**config.mk**
```make
export PLATFORM = sky130hd
export DESIGN_NAME = cal_chop_dp
export DESIGN_NICKNAME = d
export VERILOG_FILES = /design/src/rtl/cal_dp_pkg.sv /design/src/rtl/cal_pair_avg.sv /design/src/rtl/cal_offset_gain.sv /design/src/rtl/cal_gain_div.sv /design/src/rtl/cal_chop_dp.sv
export SDC_FILE = /design/constraint.sdc
export NUM_CORES = 1
export LEC_CHECK = 0
export BUFFER_PORTS_ARGS = -buffer_cell sky130_fd_sc_hd__clkbuf_2
export CORE_UTILIZATION = 45
export DETAILED_ROUTE_END_ITERATION = 7
export HOLD_SLACK_MARGIN = 0.05
export SKIP_CTS_REPAIR_TIMING = 1
export SYNTH_ARGS = -nofsm -noshare
export SYNTH_HDL_FRONTEND = slang
export SYNTH_SLANG_ARGS = --single-unit
```
**constraint.sdc**
```tcl
create_clock -name clk -period 30.1 [get_ports clk]
set_input_delay 3.01 -clock clk [delete_from_list [all_inputs] [get_ports clk]]
set_output_delay 3.01 -clock clk [all_outputs]
set_load 0.005 [all_outputs]
```
**src/rtl/cal_dp_pkg.sv**
```systemverilog
package cal_dp_pkg;

    typedef enum logic [2:0] {
        ST_IDLE,
        ST_CONV_PRIME,
        ST_CONV_RUN,
        ST_CAL_PRIME,
        ST_CAL_TAKE,
        ST_GAIN_DIV
    } cal_state_e;

    localparam logic [2:0] MD_STOP   = 3'd0;
    localparam logic [2:0] MD_CONT   = 3'd1;
    localparam logic [2:0] MD_ZS_INT = 3'd4;
    localparam logic [2:0] MD_FS_INT = 3'd5;
    localparam logic [2:0] MD_ZS_SYS = 3'd6;
    localparam logic [2:0] MD_FS_SYS = 3'd7;

    localparam logic [1:0] SRC_PINS = 2'd0;
    localparam logic [1:0] SRC_ZERO = 2'd1;
    localparam logic [1:0] SRC_FULL = 2'd2;

    function automatic logic is_cal_state(cal_state_e s);
        return (s == ST_CAL_PRIME) || (s == ST_CAL_TAKE) || (s == ST_GAIN_DIV);
    endfunction

endpackage

```
**src/rtl/cal_pair_avg.sv**
```systemverilog
module cal_pair_avg #(
    parameter int unsigned DW = 16
) (
    input  logic          clk,
    input  logic          rst_n,
    input  logic          load,
    input  logic [DW-1:0] cur,
    output logic [DW-1:0] avg
);
    logic [DW-1:0] prev_q;
    logic [DW:0]   sum;

    always_ff @(posedge clk) begin
        if (!rst_n) begin
            prev_q <= '0;
        end else if (load) begin
            prev_q <= cur;
        end
    end

    // chop offsets of opposite sign cancel in the pair sum
    always_comb begin
        sum = {1'b0, prev_q} + {1'b0, cur};
        avg = sum[DW:1];
    end
endmodule

```
**src/rtl/cal_offset_gain.sv**
```systemverilog
module cal_offset_gain #(
    parameter int unsigned DW = 16,
    parameter int unsigned GW = 16
) (
    input  logic [DW-1:0] avg,
    input  logic [DW-1:0] offset,
    input  logic [GW-1:0] gain,
    output logic [DW-1:0] corrected
);
    localparam int unsigned PW = DW + GW;
    localparam logic [PW-1:0] MAX_OUT = PW'({DW{1'b1}});

    logic [DW:0]   diff;
    logic [DW-1:0] mag;
    logic [PW-1:0] prod;
    logic [PW-1:0] shifted;

    always_comb begin
        diff = {1'b0, avg} - {1'b0, offset};
        mag  = diff[DW] ? '0 : diff[DW-1:0];
        prod = PW'(mag) * PW'(gain);
        shifted = prod >> (GW - 1);
        if (shifted > MAX_OUT) begin
            corrected = '1;
        end else begin
            corrected = shifted[DW-1:0];
        end
    end
endmodule

```
**src/rtl/cal_gain_div.sv**
```systemverilog
module cal_gain_div #(
    parameter int unsigned DW = 16,
    parameter int unsigned GW = 16
) (
    input  logic          clk,
    input  logic          rst_n,
    input  logic          start,
    input  logic [DW-1:0] divisor,
    output logic          done,
    output logic [GW-1:0] quo
);
    localparam int unsigned NW = DW + GW - 1;
    localparam int unsigned CW = $clog2(NW + 1);
    localparam logic [NW-1:0] NUMER = {{DW{1'b1}}, {(GW-1){1'b0}}};

    logic [DW:0]   rem_q;
    logic [NW-1:0] num_q;
    logic [NW-1:0] q_q;
    logic [DW-1:0] dv_q;
    logic [CW-1:0] cnt_q;
    logic          busy_q;

    logic [DW:0]   trial;
    logic          fits;
    logic [DW:0]   rem_n;

    always_comb begin
        trial = {rem_q[DW-1:0], num_q[NW-1]};
        fits  = trial >= {1'b0, dv_q};
        rem_n = fits ? (trial - {1'b0, dv_q}) : trial;
    end

    always_ff @(posedge clk) begin
        if (!rst_n) begin
            rem_q  <= '0;
            num_q  <= '0;
            q_q    <= '0;
            dv_q   <= '0;
            cnt_q  <= '0;
            busy_q <= 1'b0;
        end else if (start) begin
            rem_q  <= '0;
            num_q  <= NUMER;
            q_q    <= '0;
            dv_q   <= divisor;
            cnt_q  <= CW'(NW);
            busy_q <= 1'b1;
        end else if (busy_q) begin
            if (cnt_q != '0) begin
                rem_q <= rem_n;
                num_q <= {num_q[NW-2:0], 1'b0};
                q_q   <= {q_q[NW-2:0], fits};
                cnt_q <= cnt_q - 1'b1;
            end else begin
                busy_q <= 1'b0;
            end
        end
    end

    always_comb begin
        done = busy_q && (cnt_q == '0);
        quo  = (|q_q[NW-1:GW]) ? '1 : q_q[GW-1:0];
    end
endmodule

```
**src/rtl/cal_chop_dp.sv**
```systemverilog
module cal_chop_dp
    import cal_dp_pkg::*;
#(
    parameter int unsigned DW = 16,
    parameter int unsigned GW = 16,
    parameter int unsigned RW = 4,
    parameter logic [DW-1:0] DEF_OFF  = '0,
    parameter logic [GW-1:0] DEF_GAIN = {1'b1, {(GW-1){1'b0}}}
) (
    input  logic          clk,
    input  logic          rst_n,
    input  logic          fw_valid,
    input  logic [DW-1:0] fw_data,
    input  logic          mode_wr,
    input  logic [2:0]    mode_cmd,
    input  logic          conv_en,
    input  logic [RW-1:0] rate_sel,
    input  logic          rd_result,
    output logic [DW-1:0] result,
    output logic          ready,
    output logic [DW-1:0] offset_q,
    output logic [GW-1:0] gain_q,
    output logic [RW-1:0] filt_rate,
    output logic [1:0]    in_sel
);
    cal_state_e state_q, state_d;
    logic       cal_full_q;
    logic       cal_int_q;

    logic          word_take;
    logic          pair_load;
    logic [DW-1:0] avg;
    logic [DW-1:0] corrected;
    logic [DW:0]   span;
    logic          span_pos;
    logic          div_start;
    logic          div_done;
    logic [GW-1:0] div_quo;

    logic          ev_result;
    logic          ev_offset;
    logic          ev_gain_max;
    logic          ev_gain_div;
    logic          set_rdy;

    assign word_take = fw_valid && !mode_wr;
    assign pair_load = word_take && (state_q != ST_IDLE) && (state_q != ST_GAIN_DIV);

    cal_pair_avg #(.DW(DW)) u_avg (
        .clk   (clk),
        .rst_n (rst_n),
        .load  (pair_load),
        .cur   (fw_data),
        .avg   (avg)
    );

    cal_offset_gain #(.DW(DW), .GW(GW)) u_corr (
        .avg       (avg),
        .offset    (offset_q),
        .gain      (gain_q),
        .corrected (corrected)
    );

    always_comb begin
        span     = {1'b0, avg} - {1'b0, offset_q};
        span_pos = !span[DW] && (span != '0);
    end

    assign div_start = (state_q == ST_CAL_TAKE) && word_take && cal_full_q && span_pos;

    cal_gain_div #(.DW(DW), .GW(GW)) u_div (
        .clk     (clk),
        .rst_n   (rst_n),
        .start   (div_start),
        .divisor (span[DW-1:0]),
        .done    (div_done),
        .quo     (div_quo)
    );

    // next state
    always_comb begin
        state_d = state_q;
        if (mode_wr) begin
            if (!conv_en) begin
                state_d = ST_IDLE;
            end else begin
                unique case (mode_cmd)
                    MD_CONT:   state_d = ST_CONV_PRIME;
                    MD_ZS_INT,
                    MD_FS_INT,
                    MD_ZS_SYS,
                    MD_FS_SYS: state_d = ST_CAL_PRIME;
                    default:   state_d = ST_IDLE;
                endcase
            end
        end else begin
            unique case (state_q)
                ST_IDLE:       state_d = ST_IDLE;
                ST_CONV_PRIME: if (fw_valid) state_d = ST_CONV_RUN;
                ST_CONV_RUN:   state_d = ST_CONV_RUN;
                ST_CAL_PRIME:  if (fw_valid) state_d = ST_CAL_TAKE;
                ST_CAL_TAKE:   if (fw_valid) state_d = span_pos && cal_full_q ? ST_GAIN_DIV : ST_IDLE;
                ST_GAIN_DIV:   if (div_done) state_d = ST_IDLE;
                default:       state_d = ST_IDLE;
            endcase
        end
    end

    // state register
    always_ff @(posedge clk) begin
        if (!rst_n) begin
            state_q    <= ST_IDLE;
            cal_full_q <= 1'b0;
            cal_int_q  <= 1'b0;
        end else begin
            state_q <= state_d;
            if (mode_wr) begin
                cal_full_q <= mode_cmd[0];
                cal_int_q  <= ~mode_cmd[1];
            end
        end
    end

    // datapath events
    always_comb begin
        ev_result   = 1'b0;
        ev_offset   = 1'b0;
        ev_gain_max = 1'b0;
        ev_gain_div = 1'b0;
        unique case (state_q)
            ST_CONV_RUN: ev_result = word_take;
            ST_CAL_TAKE: begin
                ev_offset   = word_take && !cal_full_q;
                ev_gain_max = word_take && cal_full_q && !span_pos;
            end
            ST_GAIN_DIV: ev_gain_div = div_done && !mode_wr;
            default: ;
        endcase
        set_rdy = ev_result || ev_offset || ev_gain_max || ev_gain_div;
    end

    // output registers
    always_ff @(posedge clk) begin
        if (!rst_n) begin
            result   <= '0;
            ready    <= 1'b0;
            offset_q <= DEF_OFF;
            gain_q   <= DEF_GAIN;
        end else begin
            if (ev_result)   result   <= corrected;
            if (ev_offset)   offset_q <= avg;
            if (ev_gain_max) gain_q   <= '1;
            if (ev_gain_div) gain_q   <= div_quo;
            if (mode_wr) begin
                ready <= 1'b0;
            end else if (set_rdy) begin
                ready <= 1'b1;
            end else if (rd_result) begin
                ready <= 1'b0;
            end
        end
    end

    // rate and source requests
    always_comb begin
        filt_rate = rate_sel;
        in_sel    = SRC_PINS;
        if (is_cal_state(state_q)) begin
            filt_rate = '1;
            if (cal_int_q) begin
                in_sel = cal_full_q ? SRC_FULL : SRC_ZERO;
            end
        end
    end
endmodule

```
==> results.md <==
Detailed routing:
- The final routed wire length divided by cell count is 16.9 um.
- The detailed-routing iteration count for the pre-antenna-repair pass is 5.
- Summing over every cut layer, the via total after detailed routing is 13263.
- The detail-routed via count per cell is 5.37.
- Once detail routing completed, the nets flagged for antenna violations numbered 0.
- For this run, design rule violations remaining after detail routing come to 0.
- For this block, the initial DRC count from the detailed router was 720.
- Wires add up to 41700 um.

Setup path:
- By startpoint and endpoint, the worst setup path is classified as primary input to flip-flop.
- The cell repeated most along the worst path is sky130_fd_sc_hd__fa_1.
- The maximum fanout count along the critical path is 23.
- At the worst endpoint, the required time is 30.46 ns.
- The critical path's slowest cell is sky130_fd_sc_hd__nor2_1.
- The launching element type of the critical path is a primary input.
- For the worst setup path, the data arrival time is 13.95 ns.
- STA classifies the critical path endpoint as a flip-flop.
- The largest single stage delay on the critical path is 1.07 ns.

Clocking:
- Clock tree synthesis selected as its root buffer the cell sky130_fd_sc_hd__clkbuf_16.
- The buffer levels on the longest clock path is 2.
- The TritonCTS clock tree is built.
- The clock-pin slew of the registers on the worst-case setup and hold paths is 0.06 ns.
- The H-tree was split into 4 levels.
- For this design, the sink count on the clock tree is 155.
- In this run, CTS created clock tree buffers numbering 17.
- The clock network latency to the later pin of the worst-skew pair is 0.43 ns.

Layout:
- The number of antenna diodes is 0.
- Relative to the synthesized area, the layout overhead comes to 9.04%.
- The share of layout cells above drive strength 1 is 10.7%.
- The final layout contains 2374 nets.
- The final instance area is 18000 um2.

Logic synthesis:
- The most used flip-flop cell after synthesis is sky130_fd_sc_hd__dfxtp_1.
- The cell with the most instances after synthesis is sky130_fd_sc_hd__nand2_1.
- Counting flops with a built-in enable in the synthesized netlist gives 0.
- Of the post-synthesis cell area, the dominant cell type holds 23.7%.
- Synthesis produced a netlist with a net count of 2328.
- The mean instance size in the synthesized netlist is 8.46 um2.
- In the synthesized netlist the async set-or-reset flop fraction comes to 0%.
- For this run, the register share of the synthesized area comes to 18.8%.
- Sorting the synthesized cells by area gives the leading types as sky130_fd_sc_hd__fa_1 24%, sky130_fd_sc_hd__dfxtp_1 19%, sky130_fd_sc_hd__ha_1 11%, sky130_fd_sc_hd__nand2_1 7.3%, sky130_fd_sc_hd__inv_1 6.4%.
- The netlist uses 72 different library cells.
- After synthesis the netlist holds a flip-flop and latch count of 155.
- After synthesis, the most frequently instantiated cells are 322 x sky130_fd_sc_hd__nand2_1, 280 x sky130_fd_sc_hd__inv_1, 196 x sky130_fd_sc_hd__fa_1.
- Synthesis produced 1953 cells.
- The number of warnings issued by yosys is 0.
- The post-synthesis cell area is 16500 um2.
- Summed over all instances, the cell type with the most area after synthesis is sky130_fd_sc_hd__fa_1.

Placed design:
- In this run the tool buffered the top-level ports with 83 buffer cells.
- The cell area reported after detailed placement is 17400 um2.
- Routability-driven placement finished with a final weighted congestion of 0.887.
- The post-DP HPWL is 31800 um.

Timing:
- The time the worst path needs with I/O delays and setup is 13.59 ns.
- The total setup violations reported at the end of the flow is 0.
- The worst path uses 45.1% of the clock period.
- Headroom to the max-slew limit came out at 6.82%.
- The slew of the pin with the lowest slew margin is 1.39 ns.
- In the final timing run, aggregate negative setup slack is 0 ns.
- The number of pins with negative max-slew slack in the final report came to 0.
- For this run, the top clock speed supported by timing is 73.6 MHz.
- The final-report hold violation count is 0.
- The clock tree skew after final layout is 0.00709 ns.
- Setup repair after global routing left no endpoint under its margin.

Pwr:
- Across the VDD grid, the largest voltage drop is 0.0000473 V.
- After layout, the design draws a total of 0.000569 W.
- For this design the ratio of total power to cell area is 31.6 nW/um2.
- The static power due to leakage is 8.38 nW.

GRT:
- The first global-routing pass estimated 71000 um of wire.
- The final global-route overflow total is 0.
- The number of antenna violations at the first check in global routing is 0.
- The largest net degree at the start of global routing is 78.
- The via count of the first global-routing pass is 13887.
- The total global routing track utilization is 23.5%.

Die:
- The floorplan step defined a core boundary enclosing 35800 um2.
- After floorplanning, the core was divided into 69 placement rows.
- The effective utilization at floorplan is 46.1%.
- Measured along the y axis, the die boundary spans 194 um.
- The floorplan step set the die width to 194 um.
- The floorplan step defined a die boundary enclosing 37500 um2.
- The number of top-level design ports is 84.

Job:
- The tool flagged a number of max-cap violations equal to 0.

Worst hold path:
- The path type of the worst min-delay path is flip-flop to flip-flop.

Outcome:
- The flow ran to the end, and the final reports show no timing, DRC or antenna violations.
==> cell families (layout without fill, tap and decap cells) <==
group	count (synthesis)	in the layout	synth area share, %
DFF	155	155	18.8
xor gates and xnor gates	55	55	2.92
buffers and inverters	373	431	8.78
and+or+nand+nor	679	679	19.3
muxes	33	33	2.00
AOI/OAI and AO/OA	312	312	13.1
adders and majority gates	346	346	35.1
==> placed cells by master (no fill, tap or decap), drive strengths merged, types with 5 or more instances in the layout <==
cell type,synthesis,layout
and2,118,118
a21oi,117,117
o21a,7,7
a211oi,19,19
nor4b,5,5
nand4,13,13
dfxtp,155,155
mux2i,33,33
o21bai,6,6
nor2b,13,13
inv,282,287
nand3,26,26
o21ai,41,41
nor4,8,8
ha,150,150
o31ai,13,13
nand2,322,322
o221a,17,17
or3,6,6
a31oi,24,24
o211ai,11,11
nand2b,5,5
nor2,101,101
buf,18,35
clkbuf,73,103
nor3,28,28
xor2,15,15
fa,196,196
or2,13,13
a21o,25,25
o31a,5,5
xnor2,40,40
==> flip-flops by register name (all words and copies together) (netlist names) <==
signal / count
result: 16
u_div.dv_q: 16
u_div.cnt_q: 5
u_div.num_q: 16
cal_full_q: 1
cal_int_q: 1
offset_q: 16
state_q: 3
u_div.rem_q: 16
u_div.busy_q: 1
u_avg.prev_q: 16
u_div.q_q: 31
ready: 1
gain_q: 16
==> routing by layer <==
layer  wire length, um  vias to the layer above  track usage [%]
met5                 0                        -                0
met4               902                        0             6.67
met3              2020                       57             4.21
met2             20500                      288             40.8
met1             18300                     6499             29.7
li1                  -                     6419                -
==> final cells by class <==
class	count	area (um2)
multi-input cells	1425	12000
flip-flops and latches	155	3100
well taps	461	577
clock inverters	11	158
clock buffers	20	447
inverters	282	1060
repair buffers	118	678
fillers	3429	17800
==> per-stage QoR <==
stage | util (%) | std cells | hold WS [ns] | setup WS, ns
after floorplan | - | 1953 | 0.428 | 17.79
after global placement | 48.6 | 2441 | 0.441 | 16.40
after detailed placement | 48.6 | 2441 | 0.450 | 16.16
after CTS | 50.3 | 2472 | 0.459 | 16.55
after global routing | 50.3 | 2472 | 0.487 | 15.79
final | 50.3 | 2472 | 0.455 | 16.51
==> worst paths after layout <==
path,slack [ns],startpoint,depth (start not counted),endpoint
setup / recovery,16.51,fw_data[0],38,result[9]$_SDFFE_PN0P_
setup reg to reg,18.89,u_avg.prev_q[0]$_SDFFE_PN0P_,37,result[9]$_SDFFE_PN0P_
hold reg to reg,0.46,u_div.rem_q[15]$_SDFFE_PP0P_,2,u_div.rem_q[15]$_SDFFE_PP0P_
hold / removal,0.46,u_div.rem_q[15]$_SDFFE_PP0P_,2,u_div.rem_q[15]$_SDFFE_PP0P_
==> power by group <==
group	internal [W]	total (W)	switching, W	leakage (nW)
clock	0.000134	0.000223	0.0000897	0.294
sequential	0.000206	0.000208	0.00000129	1.25
combinational	0.0000462	0.000138	0.0000920	6.84
==> worst max-delay path, delay by kind of cell <==
family,cells,cell delay (ns)
compound gates,17,3.55
xor+xnor,1,0.19
fa+ha+maj,9,4.33
buf+inv,6,0.55
simple gates,5,2.29
(Power assumes the default switching activity.)
